### config.mk
export PLATFORM = sky130hd
export DESIGN_NAME = alu4_skip
export DESIGN_NICKNAME = d
export VERILOG_FILES = /design/src/rtl/alu4_pkg.sv /design/src/rtl/alu4_arith.sv /design/src/rtl/alu4_logic.sv /design/src/rtl/alu4_cmp.sv /design/src/rtl/alu4_skip.sv
export SDC_FILE = /design/constraint.sdc
export NUM_CORES = 1
export LEC_CHECK = 0
export ABC_AREA = 0
export BUFFER_PORTS_ARGS = -buffer_cell sky130_fd_sc_hd__buf_2
export CAP_MARGIN = 15
export CORE_MARGIN = 2
export CORE_UTILIZATION = 45
export DETAILED_ROUTE_END_ITERATION = 8
export HOLD_SLACK_MARGIN = 0.12
export PLACE_DENSITY = 0.79
export RECOVER_POWER = 25
export SETUP_SLACK_MARGIN = 0.4
export SKIP_CTS_REPAIR_TIMING = 1
export SLEW_MARGIN = 10
export SYNTH_ARGS = -nofsm -noshare
export SYNTH_HDL_FRONTEND = slang
export SYNTH_SLANG_ARGS = --single-unit
### constraint.sdc
create_clock -name clk -period 3.7 [get_ports clk]
set_input_delay 0.37 -clock clk [delete_from_list [all_inputs] [get_ports clk]]
set_output_delay 0.37 -clock clk [all_outputs]
set_load 0.1 [all_outputs]
### src/rtl/alu4_pkg.sv
// Package: shared operation codes for the 4-bit skip ALU.
// Assumes a 5-bit operation field; unlisted codes act as no-operation.
package alu4_pkg;
    localparam int OP_W = 5;

    typedef enum logic [OP_W-1:0] {
        OP_NOP  = 5'd0,
        OP_INC  = 5'd1,
        OP_DEC  = 5'd2,
        OP_ADDS = 5'd3,
        OP_ADCS = 5'd4,
        OP_ADC  = 5'd5,
        OP_ADDI = 5'd6,
        OP_DAA  = 5'd7,
        OP_DAS  = 5'd8,
        OP_AND  = 5'd9,
        OP_OR   = 5'd10,
        OP_XOR  = 5'd11,
        OP_CPL  = 5'd12,
        OP_NEG  = 5'd13,
        OP_RAL  = 5'd14,
        OP_RAR  = 5'd15,
        OP_CAM  = 5'd16,
        OP_CAI  = 5'd17,
        OP_CMI  = 5'd18,
        OP_SETC = 5'd19,
        OP_CLRC = 5'd20,
        OP_TSTC = 5'd21
    } alu_op_e;
endpackage

### src/rtl/alu4_arith.sv
// Adder path: increment, decrement, the add forms and decimal correction.
// Assumes one shared adder; hit_o is the skip condition of adder operations.
module alu4_arith
    import alu4_pkg::*;
#(
    parameter int W     = 4,
    parameter int DAA_K = 6,
    parameter int DAS_K = 10
) (
    input  alu_op_e      op_i,
    input  logic [W-1:0] a_i,
    input  logic [W-1:0] m_i,
    input  logic [W-1:0] imm_i,
    input  logic         c_i,
    output logic [W-1:0] res_o,
    output logic         cout_o,
    output logic         hit_o,
    output logic         sel_o
);
    localparam logic [W-1:0] ONE  = W'(1);
    localparam logic [W-1:0] ALL1 = '1;

    logic [W-1:0] b;
    logic         cin;
    logic [W:0]   sum;

    // Select the second adder operand and carry-in per operation.
    always_comb begin
        b     = '0;
        cin   = 1'b0;
        sel_o = 1'b1;
        unique case (op_i)
            OP_INC:         b = ONE;
            OP_DEC:         b = ALL1;
            OP_ADDS:        b = m_i;
            OP_ADCS,
            OP_ADC: begin
                b   = m_i;
                cin = c_i;
            end
            OP_ADDI:        b = imm_i;
            OP_DAA:         b = W'(DAA_K);
            OP_DAS:         b = W'(DAS_K);
            default:        sel_o = 1'b0;
        endcase
    end

    // Shared adder.
    assign sum    = {1'b0, a_i} + {1'b0, b} + {{W{1'b0}}, cin};
    assign res_o  = sum[W-1:0];
    assign cout_o = sum[W];

    // Skip condition for the adder operations.
    always_comb begin
        unique case (op_i)
            OP_INC:                   hit_o = (sum[W-1:0] == '0);
            OP_DEC:                   hit_o = (sum[W-1:0] == ALL1);
            OP_ADDS, OP_ADCS, OP_ADDI: hit_o = sum[W];
            default:                  hit_o = 1'b0;
        endcase
    end
endmodule

### src/rtl/alu4_logic.sv
// Bitwise path: AND, OR, XOR, complements and rotation through carry.
// Assumes the carry is supplied by the owner of the flag register.
module alu4_logic
    import alu4_pkg::*;
#(
    parameter int W = 4
) (
    input  alu_op_e      op_i,
    input  logic [W-1:0] a_i,
    input  logic [W-1:0] m_i,
    input  logic         c_i,
    output logic [W-1:0] res_o,
    output logic         rot_c_o,
    output logic         rot_o,
    output logic         sel_o
);
    // Compute bitwise result and the bit rotated out.
    always_comb begin
        res_o   = a_i;
        rot_c_o = 1'b0;
        rot_o   = 1'b0;
        sel_o   = 1'b1;
        unique case (op_i)
            OP_AND: res_o = a_i & m_i;
            OP_OR:  res_o = a_i | m_i;
            OP_XOR: res_o = a_i ^ m_i;
            OP_CPL: res_o = ~a_i;
            OP_NEG: res_o = ~a_i + W'(1);
            OP_RAL: begin
                res_o   = {a_i[W-2:0], c_i};
                rot_c_o = a_i[W-1];
                rot_o   = 1'b1;
            end
            OP_RAR: begin
                res_o   = {c_i, a_i[W-1:1]};
                rot_c_o = a_i[0];
                rot_o   = 1'b1;
            end
            default: sel_o = 1'b0;
        endcase
    end
endmodule

### src/rtl/alu4_cmp.sv
// Test path: equality compares and the carry test, producing a skip only.
// Assumes compares never alter the result or the carry.
module alu4_cmp
    import alu4_pkg::*;
#(
    parameter int W = 4
) (
    input  alu_op_e      op_i,
    input  logic [W-1:0] a_i,
    input  logic [W-1:0] m_i,
    input  logic [W-1:0] imm_i,
    input  logic         c_i,
    output logic         hit_o
);
    // Evaluate the test selected by the operation.
    always_comb begin
        unique case (op_i)
            OP_CAM:  hit_o = (a_i == m_i);
            OP_CAI:  hit_o = (a_i == imm_i);
            OP_CMI:  hit_o = (m_i == imm_i);
            OP_TSTC: hit_o = c_i;
            default: hit_o = 1'b0;
        endcase
    end
endmodule

### src/rtl/alu4_skip.sv
// Top: 4-bit ALU with skip output and an owned carry flag register.
// Assumes one operation per cycle; result and skip are combinational,
// and the carry updates on the rising edge.
module alu4_skip
    import alu4_pkg::*;
#(
    parameter int W     = 4,
    parameter int DAA_K = 6,
    parameter int DAS_K = 10
) (
    input  logic            clk,
    input  logic            rst_n,
    input  logic [OP_W-1:0] op_i,
    input  logic [W-1:0]    acc_i,
    input  logic [W-1:0]    mem_i,
    input  logic [W-1:0]    imm_i,
    output logic [W-1:0]    result_o,
    output logic            skip_o,
    output logic            carry_o
);
    alu_op_e      op;
    logic         c_q, c_d;
    logic [W-1:0] ar_res, lg_res;
    logic         ar_cout, ar_hit, ar_sel;
    logic         lg_rc, lg_rot, lg_sel;
    logic         cmp_hit;

    assign op = alu_op_e'(op_i);

    alu4_arith #(.W(W), .DAA_K(DAA_K), .DAS_K(DAS_K)) u_arith (
        .op_i  (op),
        .a_i   (acc_i),
        .m_i   (mem_i),
        .imm_i (imm_i),
        .c_i   (c_q),
        .res_o (ar_res),
        .cout_o(ar_cout),
        .hit_o (ar_hit),
        .sel_o (ar_sel)
    );

    alu4_logic #(.W(W)) u_logic (
        .op_i   (op),
        .a_i    (acc_i),
        .m_i    (mem_i),
        .c_i    (c_q),
        .res_o  (lg_res),
        .rot_c_o(lg_rc),
        .rot_o  (lg_rot),
        .sel_o  (lg_sel)
    );

    alu4_cmp #(.W(W)) u_cmp (
        .op_i (op),
        .a_i  (acc_i),
        .m_i  (mem_i),
        .imm_i(imm_i),
        .c_i  (c_q),
        .hit_o(cmp_hit)
    );

    // Pick the result from the active path; otherwise pass A through.
    always_comb begin
        if (ar_sel)      result_o = ar_res;
        else if (lg_sel) result_o = lg_res;
        else             result_o = acc_i;
    end

    assign skip_o = ar_hit | cmp_hit;

    // Next carry: only carry-writing operations change it.
    always_comb begin
        c_d = c_q;
        if (op == OP_ADCS || op == OP_ADC) c_d = ar_cout;
        else if (lg_rot)                   c_d = lg_rc;
        else if (op == OP_SETC)            c_d = 1'b1;
        else if (op == OP_CLRC)            c_d = 1'b0;
    end

    // Carry flag register with synchronous active-low reset.
    always_ff @(posedge clk) begin
        if (!rst_n) c_q <= 1'b0;
        else        c_q <= c_d;
    end

    assign carry_o = c_q;
endmodule

==> qor.txt, run 1 <==
post-place setup slack -> 0.1833 ns
Max Fclk -> 0.3063 GHz
post-route clock skew -> 0 ns
chip width -> 56.52 µm
top sig layer -> met4
mapped cell area -> 0.001241 mm²
Final Hold Vio Count -> 0
number of global-route vias before repair -> 1354
Yosys warnings -> 0
Slew HR -> 23.38%
initial antenna violation count -> 0
Post-synth top flop -> dfxtp_1
total power -> 0.0002459 W
final wirelength -> 4330 µm
MaxCap Viol Count -> 0
Hold Crit Depth -> 3
total number of vias -> 1545
global-route usage over all layers -> 24.46%
Hold Path Class -> input port to flop
DRC Markers -> 0
Skew-Pair Late Insertion Delay -> 0 ns
crit path buf inv count -> 2
commonest non-fill, non-tap cell in the layout -> buf_2
violation count after the first detailed-route iteration -> 135
Register-to-Register Setup Slack -> 1.55 ns
DR WL met3 -> 440 µm
status -> finished, final reports clean
wl on met1 -> 1707 µm
Mean Syn Cell Area -> 6.934 µm²
CP Data Arrival Time -> 2.89 ns
Seq/Total Area, Yosys -> 1.613%
Top Family by Delay on Critical Path -> adder cells
Final min period -> 3.264 ns
die area -> 0.003195 mm²
GRT overflow -> 0
FF-to-FF Start -> carry_o
CP peak stage delay -> 0.61 ns
hold-critical path endpoint -> carry_o
Worst R2R End -> carry_o
worst-margin pin slew -> 1.154 ns
Final setup viols -> 0
CP max FO -> 6
global-route wire length before repair -> 6403 µm
Clock Pin Slew Worst Setup and Hold Paths -> 0 ns
setup tns final -> 0 ns
cell count after synthesis -> 179
fin worst setup slack -> 0.4355 ns
largest net degree at the start of global routing -> 22
area of the core -> 0.002686 mm²
n_diodes -> 0
pwr dens -> 156.6 mW/mm²
routability cong. -> 1.038
CP Launch Type -> input port
slowest stage cell on the critical path -> fa_2
most frequent cells in the layout -> buf_2 (20), buf_4 (16), o21ai_0 (13)
most used cell, CP -> fa_2
initial core utilization -> 46.20%
Final ANT Viol Nets -> 0
Slew Limit Fails -> 0
Post-synth EDFFs -> 0
Req. time, crit path -> 3.33 ns
Syn-to-layout area delta -> 26.51%
I/O pin cnt -> 25
RSZ-0062 raised after global routing -> true
cell row count -> 19
HP Start -> rst_n
share of cells above drive strength 1 -> 32.68%
Post-Syn Nets -> 212
CP cell instances -> buf_12 -> and2b_2 -> a211oi_2 -> a311oi_2 -> fa_2 -> fa_2 -> nand3_2 -> nor4b_4 -> mux2i_1 -> o211ai_1 -> clkbuf_16
via/cell ratio -> 6.547
FF-to-FF path depth -> 9
DR WL met2 -> 2062 µm
DRT Pass-1 Iters -> 5
Crit Path Category -> input port to primary output
synth unique cells -> 50
port bufs -> 24
asr flop ratio synth -> 0%
critical path endpoint category -> primary output
maximum vdd drop -> 0.09114 mV
layout net count -> 240
routed length per instance -> 18.35 µm
die height -> 56.52 µm
max reg flops -> 1
period utilization -> 88.23%
Leak -> 0.6827 nW
flops & latches, synth -> 1
post-DP HPWL -> 2989 µm
final cells by class:
cell class	instances	area, µm²
Fill cell	244	1116
Inverter	14	52.55
Multi-Input combinational cell	150	1177
Sequential cell	1	21.27
Tap cell	31	38.79
Timing Repair Buffer	40	280.3
tightest hold or removal path, delay by kind of cell:
kind	cells	cell delay, ns
compound gates	1	0.03
buf+inv	2	0.14
how the worst max path moves through the flow:
stage / to / startpoint / cells past startpoint
floorplan: skip_o / op_i[1] / 10
global placement: skip_o / op_i[2] / 12
detailed placement: skip_o / op_i[2] / 12
CTS: skip_o / op_i[2] / 12
global route: skip_o / op_i[2] / 14
finish: skip_o / op_i[2] / 11
kinds of logic after synthesis:
group | share of synthesized area [%]
compound gates | 30.85
simple gates | 24.90
buf+inv | 10.38
fa+ha+maj | 15.32
xor+xnor | 7.763
mux | 9.173
flops | 1.613
power by group:
part / internal, W / switching [W]
Clock: 0 / 0
Combinational: 0.0000813 / 0.000152
Sequential: 0.0000116 / 0.00000120
Total: 0.0000929 / 0.000153
routing by layer:
| metal | vias to the layer above | track usage [%] |
|---|---|---|
| met2 | 106 | 40.20 |
| met4 | 0 | 8.163 |
| met3 | 19 | 1.613 |
| li1 | 704 | - |
| met1 | 716 | 33.71 |
| met5 | - | 0 |
stage by stage:
stage / cells / instance area [µm²] / hold slack (ns) / util [%]
floorplan: 179 / 1311 / 0.4748 / -
global placement: 228 / 1430 / 0.5903 / 53.24
detailed placement: 228 / 1430 / 0.5953 / 53.24
CTS: 228 / 1430 / 0.5926 / 53.24
global route: 236 / 1570 / 0.5992 / 58.45
finish: 236 / 1570 / 0.5906 / 58.45
cells in the mapped netlist (2+ instances only):
cell type,count,area share (%)
o211ai_1,3,1.8
a221oi_1,2,1.4
buf_2,7,2.8
fa_1,2,3.2
a21o_1,2,1.2
clkbuf_1,4,1.2
o21ai_0,15,6.0
xor2_1,3,2.1
nand3_1,3,1.2
buf_4,2,1.2
inv_1,12,3.6
nand2_1,11,3.3
o31ai_1,2,1.2
nand2b_1,4,2.0
o21ai_1,2,0.81
a311oi_1,4,2.8
a22oi_1,2,1.2
inv_2,2,0.61
nor2b_1,5,2.5
nand4_1,2,1.0
ha_1,12,12
nor2_1,12,3.6
a31oi_1,3,1.5
nor3_1,6,2.4
a211oi_1,4,2.4
mux2i_1,8,6.5
a21oi_1,14,5.6
or2_2,2,1.0
xnor2_1,8,5.6
No activity file was read; power rests on OpenSTA's default activity.
==> inputs of run 2 (changes only) <==
clock period = 3.25 ns   (was 3.7 ns; I/O delays follow)
==> qor.txt, run 2 (synthesis gave the netlist of run 1 again) <==
Crit Path Category -> input port to primary output
critical path endpoint category -> primary output
Layout Utilization -> 61.76%
worst-margin pin slew -> 1.153 ns
final wirelength -> 4023 µm
Skew-Pair Late Insertion Delay -> 0 ns
Hold Path Class -> input port to flop
area of the core -> 0.002686 mm²
Syn-to-layout area delta -> 33.67%
Slew HR -> 23.46%
period utilization -> 95.65%
die height -> 56.52 µm
post-DP HPWL -> 3176 µm
register area -> 21.27 µm²
Slew Limit Fails -> 0
most used cell, CP -> fa_2
I/O pin cnt -> 25
CP peak stage delay -> 0.43 ns
GRT overflow -> 0
global-route usage over all layers -> 24.92%
violation count after the first detailed-route iteration -> 67
RSZ-0062 raised after global routing -> true
maximum vdd drop -> 0.1229 mV
global-route wire length before repair -> 6465 µm
status -> finished, final reports clean
Final ANT Viol Nets -> 0
crit path buf inv count -> 2
CP Data Arrival Time -> 2.78 ns
number of global-route vias before repair -> 1390
die area -> 0.003195 mm²
fin worst setup slack -> 0.1413 ns
MaxCap Viol Count -> 0
cell row count -> 19
max reg flops -> 1
Final setup viols -> 0
DRC Markers -> 0
share of cells above drive strength 1 -> 33.81%
layout net count -> 245
CP max FO -> 4
Max Fclk -> 0.3217 GHz
Final min period -> 3.109 ns
CP Launch Type -> input port
Top Family by Delay on Critical Path -> compound AO/OA/AOI/OAI gates
Clock Pin Slew Worst Setup and Hold Paths -> 0 ns
port bufs -> 24
pwr dens -> 183.1 mW/mm²
Req. time, crit path -> 2.92 ns
routed length per instance -> 16.69 µm
final hold slack -> 0.5415 ns
# fillers -> 254
chip width -> 56.52 µm
Leak -> 0.7180 nW
DRT Pass-1 Iters -> 4
setup tns final -> 0 ns
initial core utilization -> 46.20%
post-route clock skew -> 0 ns
most frequent cells in the layout -> buf_4 (21), buf_2 (16)
via/cell ratio -> 6.174
slowest stage cell on the critical path -> fa_2
commonest non-fill, non-tap cell in the layout -> buf_4
initial antenna violation count -> 0
total number of vias -> 1488
n_diodes -> 0
Final Hold Vio Count -> 0
post-place setup slack -> 0.07622 ns
routability cong. -> 0.9387
CP cell instances -> buf_8 -> and2b_2 -> a211oi_2 -> a311oi_2 -> fa_2 -> fa_2 -> a21o_1 -> a21oi_2 -> a211oi_1 -> a311oi_1 -> o211ai_1 -> clkbuf_16
Multi-input gate area -> 0.001180 mm²
largest net degree at the start of global routing -> 17
## run 2: per-layer routing
layer | routed length [µm] | vias to the layer above | track usage, %
li1 | - | 713 | -
met1 | 1756 | 706 | 34.45
met2 | 1933 | 58 | 42.69
met3 | 245 | 11 | 1.382
met4 | 87 | 0 | 4.762
met5 | 0 | - | 0
## run 2: report_power, final
part / leakage (nW) / total, W / internal, W / switching (W)
sequential: 0.00859 / 0.0000145 / 0.0000132 / 0.00000132
combinational: 0.709 / 0.000289 / 0.000116 / 0.000174
clock: 0 / 0 / 0 / 0
## run 2: worst paths after layout
path,startpoint,endpoint,slack (ns),depth (start not counted)
max,op_i[0],skip_o,0.14,12
min,rst_n,carry_o,0.54,3
max reg2reg,carry_o,carry_o,1.19,9
min reg2reg,carry_o,carry_o,0.80,4
## run 2: final cells by class
| class | instances | share of cell area (%) |
|---|---|---|
| inverter | 14 | 3.318 |
| multi-input combinational | 150 | 71.12 |
| sequential | 1 | 1.282 |
| tap | 31 | 2.338 |
| timing repair buffer | 45 | 21.95 |
## run 2: stage by stage
step / instances / instance area (µm²) / total power (W)
2_1_floorplan: 179 / 1334 / 0.0002030
3_3_place_gp: 239 / 1565 / 0.0002765
3_5_place_dp: 239 / 1565 / 0.0002796
4_1_cts: 239 / 1565 / 0.0002804
5_1_grt: 241 / 1659 / 0.0003235
6_report: 241 / 1659 / 0.0003038
## run 2: worst register-to-register path, delay by kind of cell (launching register included)
kind	cells	cell delay, ns
buf+inv	3	0.31
simple gates	1	0.06
flops	1	0.35
compound gates	3	0.40
fa+ha+maj	2	0.80
==> inputs of run 3 (changes only) <==
RECOVER_POWER = unset   (was 25)
==> qor.txt, run 3 (synthesis gave the netlist of run 1 again) <==
Final min period -> 3.109 ns
hold-critical path endpoint -> carry_o
global-route usage over all layers -> 24.92%
final hold slack -> 0.5415 ns
violation count after the first detailed-route iteration -> 67
share of cells above drive strength 1 -> 34.29%
Crit Path Category -> input port to primary output
largest net degree at the start of global routing -> 17
routed length per instance -> 16.68 µm
total power -> 0.0003039 W
GRT overflow -> 0
critical path endpoint category -> primary output
max reg flops -> 1
most used cell, CP -> fa_2
via/cell ratio -> 6.174
Final ANT Viol Nets -> 0
Leak -> 0.7222 nW
Syn-to-layout area delta -> 33.77%
Final setup viols -> 0
CP peak stage delay -> 0.43 ns
n_diodes -> 0
MaxCap Viol Count -> 0
Req. time, crit path -> 2.92 ns
commonest non-fill, non-tap cell in the layout -> buf_4
Hold Path Class -> input port to flop
worst-margin pin slew -> 0.4822 ns
DRT Pass-1 Iters -> 4
RSZ-0062 raised after global routing -> true
CP cell instances -> buf_8 -> and2b_2 -> a211oi_2 -> a311oi_2 -> fa_2 -> fa_2 -> a21o_1 -> a21oi_2 -> a211oi_1 -> a311oi_1 -> o211ai_1 -> clkbuf_16
period utilization -> 95.65%
Max Fclk -> 0.3217 GHz
maximum vdd drop -> 0.1228 mV
Worst R2R End -> carry_o
layout net count -> 245
Skew-Pair Late Insertion Delay -> 0 ns
CP max FO -> 4
Slew HR -> 68.07%
setup tns final -> 0 ns
post-DP HPWL -> 3176 µm
Final Hold Vio Count -> 0
DRC Markers -> 0
I/O pin cnt -> 25
cell row count -> 19
Hold Crit Depth -> 3
status -> finished, final reports clean
pwr dens -> 183.0 mW/mm²
Slew Limit Fails -> 0
die height -> 56.52 µm
HP Start -> rst_n
total number of vias -> 1488
FF-to-FF Start -> carry_o
Inst Count DP -> 239
Non-Filler Instances -> 241
Top Family by Delay on Critical Path -> compound AO/OA/AOI/OAI gates
initial core utilization -> 46.20%
chip width -> 56.52 µm
die area -> 0.003195 mm²
CP Data Arrival Time -> 2.78 ns
final wirelength -> 4021 µm
global-route wire length before repair -> 6465 µm
Register-to-Register Setup Slack -> 1.19 ns
FF-to-FF path depth -> 9
initial antenna violation count -> 0
post-route clock skew -> 0 ns
port bufs -> 24
CP Launch Type -> input port
slowest stage cell on the critical path -> fa_2
crit path buf inv count -> 2
Clock Pin Slew Worst Setup and Hold Paths -> 0 ns
number of global-route vias before repair -> 1390
routability cong. -> 0.9387
area of the core -> 0.002686 mm²
Stages on worst setup path -> 12
most frequent cells in the layout -> buf_4 (21), buf_2 (17)
[run 3: area by class of cell]
class | instances | area, µm²
Multi-Input combinational cell | 150 | 1180
Fill cell | 255 | 1026
Timing Repair Buffer | 45 | 365.4
Inverter | 14 | 55.05
Tap cell | 31 | 38.79
Sequential cell | 1 | 21.27
[run 3: worst max-delay path by stage]
stage	startpoint	to	slack [ns]
6_report	op_i[0]	skip_o	0.14
5_1_grt	op_i[0]	skip_o	-0.02
4_1_cts	op_i[1]	skip_o	0.07
3_5_place_dp	op_i[1]	skip_o	0.08
3_3_place_gp	op_i[2]	result_o[3]	0.11
2_1_floorplan	op_i[1]	skip_o	-0.23
[run 3: worst register-to-register path, cell delays in order, from the launching register on]
cell	delay (ns)
dfxtp_2	0.35
inv_1	0.09
nor3_1	0.06
fa_2	0.37
fa_2	0.43
a21o_1	0.18
a21oi_2	0.15
buf_4	0.13
buf_4	0.09
a311oi_1	0.07
[run 3: stage by stage]
step           cell area, µm²  util [%]  setup WS, ns
2_1_floorplan            1334         -       -0.2321
3_3_place_gp             1565     58.27        0.1070
3_5_place_dp             1565     58.27       0.07622
4_1_cts                  1565     58.27       0.07260
5_1_grt                  1660     61.81      -0.02002
6_report                 1660     61.81        0.1413
[run 3: layer usage]
| layer | track usage, % | wire, µm | vias up |
|---|---|---|---|
| met5 | 0 | 0 | - |
| met4 | 4.762 | 87 | 0 |
| met3 | 1.382 | 244 | 11 |
| met2 | 42.69 | 1933 | 58 |
| met1 | 34.45 | 1756 | 706 |
| li1 | - | - | 713 |
[run 3: report_power, final]
part / switching [W] / internal (W) / total (W)
clock network: 0 / 0 / 0
registers: 0.00000130 / 0.0000132 / 0.0000145
logic: 0.000174 / 0.000116 / 0.000289
